--- src/rtl/sa_dma_pkg.sv ---
// Shared types for the single-address DMA channel.
// Assumes: the 2-bit unit code is the software-visible encoding.
package sa_dma_pkg;
    typedef enum logic [1:0] {
        UNIT_BYTE = 2'd0,
        UNIT_HALF = 2'd1,
        UNIT_WORD = 2'd2,
        UNIT_LINE = 2'd3
    } unit_e;

    typedef enum logic [1:0] {
        ST_IDLE = 2'd0,
        ST_REQ  = 2'd1,
        ST_XFER = 2'd2
    } state_e;
endpackage

--- src/rtl/sa_dma_req_latch.sv ---
// Remembers a peripheral request until the sequencer consumes it.
// Assumes: a request in the same cycle as a consume stays pending.
module sa_dma_req_latch (
    input  logic clk,
    input  logic rst_n,
    input  logic enable,
    input  logic xfer_req,
    input  logic consume,
    output logic pend
);
    // Set on request, clear on consume, flush while disabled.
    always_ff @(posedge clk) begin
        if (!rst_n || !enable) pend <= 1'b0;
        else                   pend <= (pend && !consume) || xfer_req;
    end
endmodule

--- src/rtl/sa_dma_addr_count.sv ---
// Holds the unit base address and remaining unit count.
// Assumes: configuration is loaded while disabled and held stable while enabled.
module sa_dma_addr_count #(
    parameter int ADDR_W     = 26,
    parameter int CNT_W      = 16,
    parameter int LINE_BYTES = 16
) (
    input  logic              clk,
    input  logic              rst_n,
    input  logic              enable,
    input  logic [ADDR_W-1:0] start_addr,
    input  logic [CNT_W-1:0]  start_count,
    input  logic [1:0]        unit_sel,
    input  logic              unit_done,
    output logic [ADDR_W-1:0] base_addr,
    output logic              cnt_zero,
    output logic              cnt_last
);
    import sa_dma_pkg::*;

    logic [CNT_W-1:0]  remain;
    logic [ADDR_W-1:0] step;

    // Address increment for one unit of the selected size.
    always_comb begin
        if (unit_e'(unit_sel) == UNIT_LINE) step = ADDR_W'(LINE_BYTES);
        else                                step = ADDR_W'(1) << unit_sel;
    end

    // Load while disabled, advance once per completed unit.
    always_ff @(posedge clk) begin
        if (!rst_n) begin
            base_addr <= '0;
            remain    <= '0;
        end else if (!enable) begin
            base_addr <= start_addr;
            remain    <= start_count;
        end else if (unit_done) begin
            base_addr <= base_addr + step;
            remain    <= remain - CNT_W'(1);
        end
    end

    assign cnt_zero = (remain == '0);
    assign cnt_last = (remain == CNT_W'(1));
endmodule

--- src/rtl/sa_dma_seq.sv ---
// Sequencer: idle, bus request, and access beats; owns the done flag.
// Assumes: the arbiter holds the grant while bus_req stays high.
module sa_dma_seq #(
    parameter int BEATS  = 4,
    parameter int BEAT_W = 2
) (
    input  logic              clk,
    input  logic              rst_n,
    input  logic              enable,
    input  logic              burst,
    input  logic [1:0]        unit_sel,
    input  logic              pend,
    input  logic              cnt_zero,
    input  logic              cnt_last,
    input  logic              bus_gnt,
    output sa_dma_pkg::state_e state,
    output logic [BEAT_W-1:0] beat,
    output logic              unit_done,
    output logic              consume,
    output logic              done
);
    import sa_dma_pkg::*;

    state_e            nxt;
    logic [BEAT_W-1:0] last_beat;
    logic              go;

    // Number of the final beat for the selected unit.
    assign last_beat = (unit_e'(unit_sel) == UNIT_LINE) ? BEAT_W'(BEATS - 1) : '0;
    assign go        = enable && pend && !done && !cnt_zero;
    assign consume   = (state == ST_IDLE) && go;
    assign unit_done = (state == ST_XFER) && bus_gnt && (beat == last_beat);

    // Next-state selection.
    always_comb begin
        nxt = state;
        case (state)
            ST_IDLE: if (go) nxt = ST_REQ;
            ST_REQ:  if (!enable) nxt = ST_IDLE;
                     else if (bus_gnt) nxt = ST_XFER;
            ST_XFER: if (!enable) nxt = ST_IDLE;
                     else if (unit_done && (cnt_last || !burst)) nxt = ST_IDLE;
            default: nxt = ST_IDLE;
        endcase
    end

    // State, beat counter and done flag registers.
    always_ff @(posedge clk) begin
        if (!rst_n) begin
            state <= ST_IDLE;
            beat  <= '0;
            done  <= 1'b0;
        end else begin
            state <= nxt;
            if (state != ST_XFER || unit_done) beat <= '0;
            else if (bus_gnt)                  beat <= beat + BEAT_W'(1);
            if (!enable) done <= 1'b0;
            else if ((unit_done && cnt_last) || (state == ST_IDLE && cnt_zero)) done <= 1'b1;
        end
    end
endmodule

--- src/rtl/sa_dma_channel.sv ---
// Top of the single-address DMA channel: request latch, address/count,
// sequencer and strobe decode. Data never passes through this block.
// Assumes: dir, burst and unit_sel are held stable while enable is high.
module sa_dma_channel #(
    parameter int ADDR_W    = 26,
    parameter int CNT_W     = 16,
    parameter int BUS_BYTES = 4
) (
    input  logic              clk,
    input  logic              rst_n,
    input  logic              enable,
    input  logic [ADDR_W-1:0] start_addr,
    input  logic [CNT_W-1:0]  start_count,
    input  logic              dir,
    input  logic              burst,
    input  logic [1:0]        unit_sel,
    input  logic              xfer_req,
    output logic              bus_req,
    input  logic              bus_gnt,
    output logic [ADDR_W-1:0] mem_addr,
    output logic              mem_cs_n,
    output logic              mem_we_n,
    output logic              mem_rd_n,
    output logic              ack_n,
    output logic              done
);
    import sa_dma_pkg::*;

    localparam int LINE_BYTES = 16;
    localparam int BEATS      = LINE_BYTES / BUS_BYTES;
    localparam int BEAT_W     = (BEATS > 1) ? $clog2(BEATS) : 1;

    logic              pend, consume, unit_done, cnt_zero, cnt_last, active;
    logic [ADDR_W-1:0] base_addr;
    logic [BEAT_W-1:0] beat;
    state_e            state;

    sa_dma_req_latch u_latch (
        .clk(clk), .rst_n(rst_n), .enable(enable),
        .xfer_req(xfer_req), .consume(consume), .pend(pend)
    );

    sa_dma_addr_count #(.ADDR_W(ADDR_W), .CNT_W(CNT_W), .LINE_BYTES(LINE_BYTES)) u_ac (
        .clk(clk), .rst_n(rst_n), .enable(enable),
        .start_addr(start_addr), .start_count(start_count), .unit_sel(unit_sel),
        .unit_done(unit_done), .base_addr(base_addr),
        .cnt_zero(cnt_zero), .cnt_last(cnt_last)
    );

    sa_dma_seq #(.BEATS(BEATS), .BEAT_W(BEAT_W)) u_seq (
        .clk(clk), .rst_n(rst_n), .enable(enable), .burst(burst),
        .unit_sel(unit_sel), .pend(pend), .cnt_zero(cnt_zero),
        .cnt_last(cnt_last), .bus_gnt(bus_gnt), .state(state), .beat(beat),
        .unit_done(unit_done), .consume(consume), .done(done)
    );

    // Bus request and access strobes follow the sequencer state.
    assign bus_req  = (state == ST_REQ) || (state == ST_XFER);
    assign active   = (state == ST_XFER) && bus_gnt;
    assign mem_cs_n = !active;
    assign mem_we_n = !(active && !dir);
    assign mem_rd_n = !(active && dir);
    assign ack_n    = !active;
    assign mem_addr = base_addr + ADDR_W'(beat) * ADDR_W'(BUS_BYTES);
endmodule

--- config.mk ---
export PLATFORM = sky130hd
export DESIGN_NAME = sa_dma_channel
export DESIGN_NICKNAME = d
export VERILOG_FILES = /design/src/rtl/sa_dma_pkg.sv /design/src/rtl/sa_dma_req_latch.sv /design/src/rtl/sa_dma_addr_count.sv /design/src/rtl/sa_dma_seq.sv /design/src/rtl/sa_dma_channel.sv
export SDC_FILE = /design/constraint.sdc
export NUM_CORES = 1
export LEC_CHECK = 0
export ABC_CLOCK_PERIOD_IN_PS = 2840
export BUFFER_PORTS_ARGS = -buffer_cell sky130_fd_sc_hd__buf_4
export CORE_MARGIN = 2
export CORE_UTILIZATION = 45
export CTS_CLUSTER_DIAMETER = 40
export DETAILED_ROUTE_END_ITERATION = 6
export PLACE_DENSITY_LB_ADDON = 0.12
export SLEW_MARGIN = 15
export SYNTH_ARGS = -nofsm -noshare
export SYNTH_HDL_FRONTEND = slang
export SYNTH_SLANG_ARGS = --single-unit
--- constraint.sdc ---
create_clock -name clk -period 2.84 [get_ports clk]
set_input_delay 0.568 -clock clk [delete_from_list [all_inputs] [get_ports clk]]
set_output_delay 0.568 -clock clk [all_outputs]
set_load 0.005 [all_outputs]
Word level (Yosys, flattened, before mapping)
Index checks and enable logic that the tools add are counted.

operators by class
  add/subtract/negate cells = 4
  $mul = 0
  divide/modulo/power cells = 0
  $lt $le $gt $ge = 0
  equal/unequal tests = 10
  shifts and indexed selects = 1
  muxes and demuxes = 12
  bitwise operators = 1
  reductions and logical operators = 33

operator list
  kind                                                                     number
  26-bit 2-to-1 mux                                                        3
  16-bit 2-to-1 mux                                                        2
  26-bit adder                                                             1
  26-bit by 4-bit adder with 26-bit output                                 1
  1-bit by 2-bit << shifter with 26-bit output, first input constant       1
  16-bit by 1-bit == test with 1-bit output, second input constant         1
  16-bit logical NOT                                                       1
  16-bit by 1-bit subtractor with 16-bit output, second input constant     1
  1-bit logical AND                                                        12
  2-bit 2-to-1 mux                                                         6
  1-bit logical NOT                                                        10
  1-bit logical OR                                                         6
  2-bit case mux with 3 select lines                                       1
  2-bit == test, second input constant                                     2
  2-bit by 1-bit inequality test with 1-bit output, second input constant  2
  3-bit by 2-bit inequality test with 1-bit output, second input constant  1
  3-bit inequality test, second input constant                             1
  3-bit AND reduction                                                      1
  2-bit by 1-bit adder with 2-bit output, second input constant            1
  2-bit by 1-bit == test with 1-bit output, second input constant          1
  2-bit == test                                                            1
  2-bit logical NOT                                                        1
  2-bit inequality test, second input constant                             1
  2-bit AND reduction                                                      1
  other kinds (2)                                                          2

storage, ports and cells
  register bits = 48
  bits in latches = 0
  bits in writable memories = 0
  bits in read-only memories = 0
  input port bits = 51
  output and inout port bits = 32
  word-level logic and storage cells = 67
  memories kept = 0

Depth between registers and ports, before layout
  depth in word-level cells = 8
  mapped depth = 9
  mapped depth without buffers = 8

Modules after synthesis
Synthesis repeated with hierarchy kept, for this count alone.

second synthesis, totals
  cells, all modules = 445
  area, all modules = 3500.9 sq um

by module, submodules not included
  module             times used  cells an instance  area an instance (sq um)  sequential area each (sq um)
  sa_dma_addr_count  1           325                2617.5                    840.8
  sa_dma_channel     1           82                 569.3                     0.0
  sa_dma_seq         1           35                 277.8                     100.1
  sa_dma_req_latch   1           3                  36.3                      20.0

Worst setup path after synthesis
No wires, ideal clock.

  kind = register to output
  start = register u_seq.beat[0]
  end = output port mem_addr[18]
  arrival = 1.897 ns
  required time = 2.272 ns
  slack = 0.375 ns
  cell stages (with the launch flop) = 9
  path buffers = 1
  path through = dfxtp_1 -> ha_1 -> fa_1 -> nand3_1 -> nor3_1 -> and3_1 -> clkbuf_1 -> nand3_1 -> xnor2_1

on the way
  word-level cells in the longest chain between the ends = 1

ends and longest elaborated chain
  item                                      RTL line              text
  start, declared                           sa_dma_seq.sv:17      output logic [BEAT_W-1:0] beat,
  start signal, assigned                    sa_dma_seq.sv:56      else if (bus_gnt) beat <= beat + BEAT_W'(1);
  26-bit by 4-bit adder with 26-bit output  sa_dma_channel.sv:64  assign mem_addr = base_addr + ADDR_W'(beat) * ADDR_W'(BUS_BYTES);
  end, declared                             sa_dma_channel.sv:20  output logic [ADDR_W-1:0] mem_addr,

No other way between the ends.

Final worst setup path
  start = register u_ac.base_addr[3]
  end = output port mem_addr[21]

on the way
  word-level cells in the longest chain between the ends = 1

ends and longest elaborated chain
  item                                      RTL line                 text
  start, declared                           sa_dma_addr_count.sv:15  output logic [ADDR_W-1:0] base_addr,
  start signal, assigned                    sa_dma_addr_count.sv:36  base_addr <= start_addr;
  start signal, assigned                    sa_dma_addr_count.sv:39  base_addr <= base_addr + step;
  26-bit by 4-bit adder with 26-bit output  sa_dma_channel.sv:64

No other way between the ends.

==> impl_metrics.toml <==
[outcome]
status = "finished clean"

[finish]
drive_above_1_share_pct = 26.4
final_cell_mix = "buf_4 (96), dfxtp_1 (45), o21ai_0 (36), xor2_1 (35)"
final_common_cell = "buf_4"
n_antenna_cell = 0
fin_cells = 587
fill_cells = 698
finalCoreUtilization_pct = 57.9
area_delta_synth_final_pct = 25.6
nNetsFinal = 552

[critical_path]
critPathMaxStageDelay_ns = 0.61
required_ns = 2.27
crit_path_top_delay_cell = "or4b_1"
rrSetupSlack_ns = 0.65
critical_path_class = "reg2out"
path_max_fanout = 7
cp_data_arrival_time_ns = 2.16
reg2reg_to = "u_ac.base_addr[2]"
worst-path-buf-inv = 1
worstReg2RegStart = "u_seq.state[0]"
worst_setup_path_end_kind = "output port"
ff2ff_path_depth = 9
crit_family = "simple AND/OR/NAND/NOR gates"
cp_cell_sequence = "ha_1 -> a21o_1 -> nand4_1 -> or4b_1 -> xnor2_2 -> buf_4"
start_kind = "register"

[die]
die_area_sq_um = 8050
fp.coreArea_sq_um = 7180
die_h_um = 89.7
ioPinCount = 83
die_x_um = 89.7
initial_core_util_pct = 46.1
num_rows = 31

[power]
combPwrFrac_pct = 19.1
p_leak_nw = 1.61
clock_power_share_pct = 31.7
seq_power_share_pct = 49.2
p_int_w = 0.00114
swShare_pct = 27.8
vdd_drop_max_v = 0.000188
p_total_w = 0.00158
cellPowerDensity_nw_per_um2 = 380
p_sw_w = 0.000438

[synth]
syn_area_sq_um = 3310
yosysUniqueCellTypes = 53
yosysSeqAreaShare_pct = 29.1
syn_area_per_cell_sq_um = 7.97
syn_inst = 415
synthArstFlopShare_pct = 0
syn_nets = 480
synth_edf_count = 0
synth_ff_type = "dfxtp_1"
yosys_warnings = 0
ys_ff_latch = 48

[detailed_routing]
drt_drc_violations_left = 0
viasPerCell = 5.41
drt-total-wl_mm = 8.42
dr.pass1.iters = 4
vias = 3175
first_iter_violations = 154
postRouteAntennaNets = 0
routedWlPerCell_um = 14.4

[hold_path]
hold_start = "xfer_req"
hp-class = "in2reg"
hold_end = "u_latch.pend"
holdPathStages = 3

[timing]
fmax_ghz = 0.367
clock_skew_ns = 0.00925
tightestPinTransition_ns = 0.485
final.min_clock_period_ns = 2.72
period_share_pct = 95.9
finalSetupTns_ns = 0
slew_violations = 0
postLayoutSetupSlackWorst_ns = 0.116
timing.slew.headroom_pct = 67.6
setup_viol = 0
final-hold-violation-count = 0

[clocking]
ctsHtreeMaxLevel = 2
clockBufferDepth = 2
clk_pin_slew_worst_paths_ns = 0.09
cts_hold_buf = 0
cts.sinks = 48
cts_root_buf = "clkbuf_8"
numCtsBuffers = 5
clk_latency_ns = 0.31
tritoncts = "done"

[global_route]
grt_start_max_net_pins = 50
grt_overflow = 0
grt_pass1_vias = 2969
grt_pass1_wl_mm = 14.0
antenna_found_initial = 0
track_usage_pct = 20.5

[placement]
port_buffers = 82
dpl.cell_count = 578
dp_hpwl_mm = 6.22
post-place-ws_ns = 0.219
place_congestion = 0.862

[flow_run]
drv_cap = 0
[state kept, by name, summed over array words and instances (netlist names)]
signal and count:
u_ac.base_addr 26, u_seq.state 2, u_seq.beat 2, u_ac.remain 16, u_seq.done 1, u_latch.pend 1
[cell usage after synthesis (all sizes together), types with 5 or more instances]
| library cell | instances | area (sq um) |
|---|---|---|
| xor2 | 35 | 307 |
| nand2 | 34 | 128 |
| nor2 | 36 | 135 |
| a21oi | 33 | 169 |
| xnor2 | 23 | 201 |
| o21ai | 36 | 180 |
| dfxtp | 48 | 961 |
| a31oi | 5 | 31.3 |
| nand4 | 19 | 125 |
| inv | 9 | 33.8 |
| nor3 | 18 | 105 |
| ha | 12 | 150 |
| buf | 9 | 52.6 |
| a211oi | 11 | 97.6 |
| nand3 | 15 | 75.1 |
| clkbuf | 22 | 85.1 |
[layout make-up]
type	count	area, sq um	share of cell area (%)
Tap cell	99	124	2.98
Timing Repair Buffer	96	721	17.4
Sequential cell	48	965	23.2
Inverter	9	33.8	0.813
Clock inverter	2	35.0	0.844
Multi-Input combinational cell	327	2200	53.0
Clock buffer	6	72.6	1.75
[worst max-delay path by stage]
stage / startpoint / to / slack [ns] / cells after the start
final: u_ac.base_addr[3] / mem_addr[21] / 0.12 / 6
after global routing: u_ac.base_addr[14] / mem_addr[21] / -0.0008 / 5
after global placement: u_seq.beat[0] / mem_addr[18] / 0.27 / 8
after CTS: u_seq.beat[0] / mem_addr[18] / 0.03 / 8
after detailed placement: u_seq.beat[0] / mem_addr[18] / 0.22 / 8
after floorplan: u_seq.beat[0] / mem_addr[18] / 0.38 / 8
[power by group through the flow]
stage | Combinational (W) | Sequential (W) | Clock (W)
2_1_floorplan | 0.000188 | 0.000766 | 0
3_3_place_gp | 0.000296 | 0.000789 | 0
3_5_place_dp | 0.000300 | 0.000790 | 0
4_1_cts | 0.000302 | 0.000774 | 0.000506
5_1_grt | 0.000334 | 0.000783 | 0.000534
6_report | 0.000301 | 0.000776 | 0.000500
[layer usage]
layer | vias up | track usage [%] | share of wire, %
met2 | 74 | 32.1 | 44
li1 | 1613 | - | -
met3 | 9 | 3.69 | 3.9
met4 | 0 | 4.36 | 1.1
met1 | 1479 | 29.7 | 51
met5 | - | 0 | 0
[logic make-up after synthesis]
kind of cell | share of synthesized area, %
xor gates and xnor gates | 15.4
DFF | 29.1
buffers and inverters | 5.18
adders and majority gates | 5.75
and+or+nand+nor | 24.9
muxes | 1.55
AOI/OAI and AO/OA | 18.2
[tightest hold or removal path: cells and delay by family]
family        cells  cell delay [ns]
buf+inv           1             0.07
simple gates      2             0.09
[what timing repair did]
item	in CTS	in global routing
buffers inserted	0	1
pin swaps	0	2
endpoints found under the hold margin	0	0
setup endpoints to repair	5	10
resized for setup	2	8
[stage by stage]
| step | hold WS (ns) | area [sq um] |
|---|---|---|
| floorplan | 0.487 | 3310 |
| CTS | 0.459 | 4120 |
| global placement | 0.526 | 4010 |
| finish | 0.463 | 4150 |
| global route | 0.471 | 4150 |
| detailed placement | 0.532 | 4010 |
No activity file was read; power rests on OpenSTA's default activity.
